[config.mk]
export PLATFORM = sky130hd
export DESIGN_NAME = lnkfrm_top
export DESIGN_NICKNAME = d
export VERILOG_FILES = /design/src/rtl/lnkfrm_pkg.sv /design/src/rtl/lnkfrm_build.sv /design/src/rtl/lnkfrm_crc4.sv /design/src/rtl/lnkfrm_pins.sv /design/src/rtl/lnkfrm_top.sv
export SDC_FILE = /design/constraint.sdc
export NUM_CORES = 1
export LEC_CHECK = 0
export ABC_CLOCK_PERIOD_IN_PS = 2000
export CELL_PAD_IN_SITES_DETAIL_PLACEMENT = 1
export CELL_PAD_IN_SITES_GLOBAL_PLACEMENT = 1
export CORE_MARGIN = 1
export CORE_UTILIZATION = 36
export CTS_CLUSTER_DIAMETER = 60
export DETAILED_ROUTE_END_ITERATION = 10
export HOLD_SLACK_MARGIN = 0.02
export PLACE_DENSITY = 0.89
export SYNTH_ARGS = -nofsm -noshare
export SYNTH_HDL_FRONTEND = slang
export SYNTH_SLANG_ARGS = --single-unit
[constraint.sdc]
create_clock -name clk -period 2 [get_ports clk]
set_clock_uncertainty 0.1 [all_clocks]
set_input_delay 0.4 -clock clk [delete_from_list [all_inputs] [get_ports clk]]
set_output_delay 0.4 -clock clk [all_outputs]
set_load 0.05 [all_outputs]
[src/rtl/lnkfrm_pkg.sv]
package lnkfrm_pkg;
    typedef enum logic [2:0] {
        ST_IDLE,
        ST_DATA,
        ST_CRC,
        ST_PRE,
        ST_BRK,
        ST_POST
    } seq_e;

    localparam int unsigned CHK_W   = 4;
    localparam logic [3:0]  CHK_TAP = 4'b0011;
endpackage

[src/rtl/lnkfrm_build.sv]
module lnkfrm_build #(
    parameter int unsigned ADDR_W = 21,
    parameter int unsigned HW     = 6 + ADDR_W,
    parameter int unsigned FW     = HW + 32,
    parameter int unsigned CW     = 7
) (
    input  logic              wr,
    input  logic [1:0]        size,
    input  logic [ADDR_W-1:0] addr,
    input  logic [31:0]       wdata,
    output logic [FW-1:0]     img,
    output logic [CW-1:0]     nbits
);
    logic [1:0]    code;
    logic [CW-1:0] pay_bits;
    logic [31:0]   pay;

    always_comb begin
        case (size)
            2'd0: begin
                code     = 2'b00;
                pay_bits = CW'(8);
                pay      = {wdata[7:0], 24'b0};
            end
            2'd1: begin
                code     = 2'b01;
                pay_bits = CW'(16);
                pay      = {wdata[15:0], 16'b0};
            end
            default: begin
                code     = 2'b11;
                pay_bits = CW'(32);
                pay      = wdata;
            end
        endcase
        if (!wr) begin
            pay = '0;
        end
        img   = {1'b1, 2'b00, ~wr, code, addr, pay};
        nbits = CW'(HW) + (wr ? pay_bits : '0);
    end
endmodule

[src/rtl/lnkfrm_crc4.sv]
module lnkfrm_crc4
    import lnkfrm_pkg::*;
(
    input  logic [CHK_W-1:0] crc_i,
    input  logic             bit_i,
    output logic [CHK_W-1:0] crc_o
);
    logic fb;

    always_comb begin
        fb    = crc_i[CHK_W-1] ^ bit_i;
        crc_o = {crc_i[CHK_W-2:0], 1'b0} ^ (fb ? CHK_TAP : '0);
    end
endmodule

[src/rtl/lnkfrm_pins.sv]
module lnkfrm_pins
    import lnkfrm_pkg::*;
(
    input  seq_e st,
    input  logic ph,
    input  logic lbit,
    output logic lclk,
    output logic ldat,
    output logic loe
);
    always_comb begin
        lclk = ph;
        loe  = 1'b1;
        case (st)
            ST_DATA, ST_CRC: ldat = ~lbit;
            ST_PRE, ST_POST: ldat = 1'b0;
            ST_BRK:          ldat = 1'b1;
            default: begin
                ldat = 1'b1;
                lclk = 1'b0;
                loe  = 1'b0;
            end
        endcase
    end
endmodule

[src/rtl/lnkfrm_top.sv]
module lnkfrm_top
    import lnkfrm_pkg::*;
#(
    parameter int unsigned ADDR_W    = 21,
    parameter int unsigned PRE_CLKS  = 16,
    parameter int unsigned BRK_CLKS  = 256,
    parameter int unsigned POST_CLKS = 16
) (
    input  logic              clk,
    input  logic              rst_n,
    input  logic              req_valid,
    input  logic              req_write,
    input  logic [1:0]        req_size,
    input  logic [ADDR_W-1:0] req_addr,
    input  logic [31:0]       req_wdata,
    input  logic              brk_req,
    output logic              busy,
    output logic              done,
    output logic              lnk_clk,
    output logic              lnk_dat,
    output logic              lnk_oe
);
    localparam int unsigned HW    = 6 + ADDR_W;
    localparam int unsigned FW    = HW + 32;
    localparam int unsigned MAXA  = (FW > PRE_CLKS) ? FW : PRE_CLKS;
    localparam int unsigned MAXB  = (BRK_CLKS > POST_CLKS) ? BRK_CLKS : POST_CLKS;
    localparam int unsigned MAXC  = (MAXA > MAXB) ? MAXA : MAXB;
    localparam int unsigned CW    = $clog2(MAXC + 1);

    typedef struct packed {
        seq_e              st;
        logic [FW-1:0]     sh;
        logic [CW-1:0]     cnt;
        logic [CHK_W-1:0]  crc;
        logic              ph;
        logic              done;
    } seq_t;

    seq_t r_d, r_q;

    logic [FW-1:0]    img;
    logic [CW-1:0]    nbits;
    logic             bit_now;
    logic [CHK_W-1:0] crc_nx;

    lnkfrm_build #(.ADDR_W(ADDR_W), .HW(HW), .FW(FW), .CW(CW)) u_build (
        .wr    (req_write),
        .size  (req_size),
        .addr  (req_addr),
        .wdata (req_wdata),
        .img   (img),
        .nbits (nbits)
    );

    assign bit_now = (r_q.st == ST_CRC) ? r_q.crc[CHK_W-1] : r_q.sh[FW-1];

    lnkfrm_crc4 u_crc (
        .crc_i (r_q.crc),
        .bit_i (r_q.sh[FW-1]),
        .crc_o (crc_nx)
    );

    lnkfrm_pins u_pins (
        .st   (r_q.st),
        .ph   (r_q.ph),
        .lbit (bit_now),
        .lclk (lnk_clk),
        .ldat (lnk_dat),
        .loe  (lnk_oe)
    );

    always_comb begin
        r_d      = r_q;
        r_d.done = 1'b0;
        case (r_q.st)
            ST_IDLE: begin
                r_d.ph = 1'b0;
                if (brk_req) begin
                    r_d.st  = ST_PRE;
                    r_d.cnt = CW'(PRE_CLKS - 1);
                end else if (req_valid) begin
                    r_d.st  = ST_DATA;
                    r_d.sh  = img;
                    r_d.cnt = nbits - CW'(1);
                    r_d.crc = '0;
                end
            end
            ST_DATA: begin
                r_d.ph = ~r_q.ph;
                if (r_q.ph) begin
                    r_d.crc = crc_nx;
                    r_d.sh  = r_q.sh << 1;
                    if (r_q.cnt == '0) begin
                        r_d.st  = ST_CRC;
                        r_d.cnt = CW'(CHK_W - 1);
                    end else begin
                        r_d.cnt = r_q.cnt - CW'(1);
                    end
                end
            end
            ST_CRC: begin
                r_d.ph = ~r_q.ph;
                if (r_q.ph) begin
                    r_d.crc = r_q.crc << 1;
                    if (r_q.cnt == '0) begin
                        r_d.st   = ST_IDLE;
                        r_d.done = 1'b1;
                    end else begin
                        r_d.cnt = r_q.cnt - CW'(1);
                    end
                end
            end
            ST_PRE, ST_BRK, ST_POST: begin
                r_d.ph = ~r_q.ph;
                if (r_q.ph) begin
                    if (r_q.cnt != '0) begin
                        r_d.cnt = r_q.cnt - CW'(1);
                    end else if (r_q.st == ST_PRE) begin
                        r_d.st  = ST_BRK;
                        r_d.cnt = CW'(BRK_CLKS - 1);
                    end else if (r_q.st == ST_BRK) begin
                        r_d.st  = ST_POST;
                        r_d.cnt = CW'(POST_CLKS - 1);
                    end else begin
                        r_d.st   = ST_IDLE;
                        r_d.done = 1'b1;
                    end
                end
            end
            default: begin
                r_d.st = ST_IDLE;
                r_d.ph = 1'b0;
            end
        endcase
    end

    always_ff @(posedge clk) begin
        if (!rst_n) begin
            r_q <= '{st: ST_IDLE, sh: '0, cnt: '0, crc: '0, ph: 1'b0, done: 1'b0};
        end else begin
            r_q <= r_d;
        end
    end

    assign busy = (r_q.st != ST_IDLE);
    assign done = r_q.done;

    // done lasts one cycle and only ends a busy period
    assert_done_single_R7: assert property (@(posedge clk) disable iff (!rst_n)
        done |=> !done);
    assert_done_after_busy_R7: assert property (@(posedge clk) disable iff (!rst_n)
        done |-> $past(busy));
    // link clock high for one cycle, data steady across a bit
    assert_clk_high_one_R5: assert property (@(posedge clk) disable iff (!rst_n)
        lnk_clk |=> !lnk_clk);
    assert_dat_stable_R5: assert property (@(posedge clk) disable iff (!rst_n)
        (busy && !lnk_clk) |=> $stable(lnk_dat));
    // a busy period starts only from a request
    assert_busy_from_req_R6: assert property (@(posedge clk) disable iff (!rst_n)
        $rose(busy) |-> $past(req_valid || brk_req));
    // high phase of break entered only from the first low phase
    assert_break_order_R8: assert property (@(posedge clk) disable iff (!rst_n)
        (r_q.st == ST_BRK && $past(r_q.st) != ST_BRK) |-> $past(r_q.st) == ST_PRE);
endmodule

==> results.cfg <==
[global_routing]
grt_util_all_layers_pct = 24.69
grt_overflow = 0
first_global_vias = 4632
grt_pass1_wl_um = 22770
antenna_violations_before_repair = 0
grt_max_degree = 39

[critical_path]
worst_ep_arrival_time_ps = 2140
crit_path_max_incr_delay_ps = 530
worstPathMaxFanout = 9
worst_setup_path_start_kind = flip-flop
critPathSlowestCell = or4b_4
cp-end-kind = flip-flop
crit_path_cell_trace = inv_2, ha_4, or4b_4, a211oi_4, or4_4, nor4_2, o21a_1
crit_type = flip-flop to flip-flop
critical_path_required_ps = 2130

[layout]
area.sequential_um2 = 1555
n_antenna_cell = 0
finish.instance_area_um2 = 5927
post_route_cells_drive_above_1_share_pct = 21.33
layout-area-overhead-vs-synth_pct = 42.08
footprint_of_the_multi_input_gates_um2 = 2535
finalNonFillerCells = 773
final_util_pct = 53.50
final.fill_count = 1294
nNetsFinal = 691

[clocking]
clockRootBuffer = clkbuf_16
cts_made_buffers = 9
number_of_levels_in_the_clock_h_tree = 3
cts_max_path_buffers = 2
insertion_delay_of_the_later_clocked_pin_in_the_worst_skew_pair_ps = 340
tritoncts = done
worst_setup_hold_path_clk_slew_ps = 60
numClockSinks = 77
cts_hold_repair.buffers = 0

[floorplanning]
fp.dieH_um = 109.6
core_area_um2 = 11080
start_util_pct = 37.66
dieArea_um2 = 12020
ios = 65
dieWidth_um = 109.6
core.rowCount = 38

[placement]
placedInstanceArea_um2 = 5301
dp_cells = 747
port-buffer-count = 64
place_hpwl_um = 10050
replace_congestion = 0.9268

[power]
power_per_cell_area_nw_per_um2 = 1496
power.leakage_nw = 2.316
p_seq_share_pct = 25.9
ir_drop_v = 0.0009149
net-switching-power_mw = 3.799
total_internal_power_mw = 5.069
share_comb_of_total_power_pct = 54.9
power_mw = 8.868
power.share.switching_pct = 42.84
clock_power_share_pct = 19.2

[synth]
synthesized_area_fraction_occupied_by_ao_oa_aoi_and_oai_cells_pct = 28.04
synth_mux_area_share_pct = 2.639
synth_warnings = 0
synth_fp_nets = 599
dominant_combinational_cell_family_by_area_after_synthesis = compound AO/OA/AOI/OAI gates
ys_seq_elements = 77
share_of_the_synthesized_netlist_area_taken_by_xor_and_xnor_gates_pct = 1.050
synth_cells = 536
synth_edf_count = 0
post_synth.cell_area_avg_um2 = 7.783
netlist_area_um2 = 4172
ys_top_cells_by_area = dfxtp_1 (37%), nand2_1 (8.9%), a311oi_1 (8.0%), nor2_1 (5.8%), o211a_1 (4.1%)
synth_adder_area_share_pct = 0.8998
netlist.area_leader.share_pct = 36.95
yosysSeqAreaShare_pct = 36.95
yosys.area_share.simple_pct = 24.12
synth_cell_types = 52
synth_largest_area_cell = dfxtp_1
dominantRegCellSynth = dfxtp_1
ffs_w_async_s_r_synth_pct = 0

[sta]
final-hold-violation-count = 0
worst_slew_pin_slew_ps = 574.3
max_clock_freq_mhz = 496.2
final_period_minus_worst_setup_slack_ps = 2015
slew_violations = 0
final_critical_path_setup_slack_ps = -15.27
unrepaired_setup_endpoints_after_global_routing = yes
timing.final.setup_violations = 2
slew_headroom_pct = 61.42
fin_crit_sh_pct = 100.8

[routing]
drtAntennaViolNets = 0
dr_total_vias = 4592
drt_first_iter_violations = 292
routedWlPerCell_um = 19.74
wl_um = 15260
drt_pre_antenna_iters = 4
via_per_inst = 5.940
post-route-drc-count = 0

[status]
violations_in_the_final_reports = setup timing
outcome = complete, but fails checks

[run]
max_cap_viol_count = 0

[worst_hold_path]
worstHoldPathType = flip-flop to flip-flop
[what timing repair did]
| item | CTS | global route |
|---|---|---|
| gates cloned | 0 | 2 |
| pin swaps | 4 | 9 |
| setup endpoints to repair | 24 | 38 |
| setup buffers | 4 | 5 |
| resized for setup | 24 | 27 |
| endpoints found under the hold margin | 0 | 0 |
[cells in the mapped netlist, drive strengths merged, types with 2 or more instances]
cell type  count
and2           5
or4            4
nor2          65
nand2b         4
o21a           3
o211a         17
a211oi         3
a211o          2
a32oi          4
or3            3
o32ai          2
xnor2          4
nand2         99
a22oi          9
buf           19
nor4           4
nand3         21
o211ai        20
dfxtp         77
a311oi        38
o221ai         2
inv            8
clkbuf        32
nor3          10
o21ai         18
nor4b          2
a31oi          2
nor2b          3
ha             3
mux2i         11
a21oi         30
[cells in the final DEF (no fill, tap or decap), types with 9 or more instances in the layout]
cell type	instances
nand2_1	99
dfxtp_1	72
nor2_1	60
clkdlybuf4s50_1	60
buf_4	52
a311oi_1	33
a21oi_1	27
nand3_1	21
o211ai_1	20
o211a_1	17
o21ai_0	11
mux2i_1	11
clkbuf_16	11
a22oi_1	9
buf_6	9
buf_12	9
[cell families after synthesis]
logic type	count (synthesis)
buffers and inverters	59
AO/OA/AOI/OAI	155
adder cells (fa/ha/maj)	3
multiplexers	11
AND/OR/NAND/NOR	226
flip-flops	77
XOR/XNOR	5
[worst paths after layout]
kind / to / slack [ps] / depth (start not counted) / start
max: r_q[12]$_SDFFE_PN0P_ / -20 / 7 / r_q[6]$_SDFFE_PN0P_
min: r_q[15]$_SDFFE_PN0P_ / 360 / 2 / r_q[15]$_SDFFE_PN0P_
max reg2reg: r_q[12]$_SDFFE_PN0P_ / -20 / 7 / r_q[6]$_SDFFE_PN0P_
min reg2reg: r_q[15]$_SDFFE_PN0P_ / 360 / 2 / r_q[15]$_SDFFE_PN0P_
[registers in the layout, summed over array words and instances (netlist names)]
signal / count
done: 1
r_q: 76
[critical path, delay by kind of cell (launching register included)]
kind,cells,cell delay [ps]
flip-flops,1,320
AND/OR/NAND/NOR,3,840
buffers and inverters,1,70
adder cells (fa/ha/maj),1,130
AO/OA/AOI/OAI,2,430
[routing by layer]
metal	global-route usage [%]	wire, um	vias up
met5	0	0	-
met4	10.10	375	0
met3	3.201	528	31
met2	45.06	8075	124
met1	28.98	6281	2304
li1	-	-	2133
[stage by stage]
step | hold WS (ps) | setup slack (ps) | setup TNS, ps
floorplan | 332.1 | -36.64 | -36.64
global placement | 340.1 | -402.2 | -13720
detailed placement | 355.8 | -497.3 | -21420
CTS | 363.7 | -5.093 | -5.093
global route | 393.4 | -52.62 | -275.5
finish | 360.7 | -15.27 | -29.64
[power by group through the flow]
stage	combinational [mW]	clock, mW	sequential [mW]
6_report	4.86	1.70	2.30
4_1_cts	4.42	1.71	2.28
2_1_floorplan	2.73	0	2.22
3_3_place_gp	3.97	0	2.26
5_1_grt	5.20	1.78	2.35
3_5_place_dp	4.17	0	2.29
[area by class of cell]
| class | instances | area share (%) |
|---|---|---|
| sequential | 77 | 26.24 |
| clock buffer | 9 | 3.800 |
| clock inverter | 7 | 1.351 |
| tap | 140 | 2.955 |
| multi-input combinational | 400 | 42.77 |
| timing repair buffer | 132 | 22.31 |
| inverter | 8 | 0.5700 |
No activity file was read; power rests on OpenSTA's default activity.
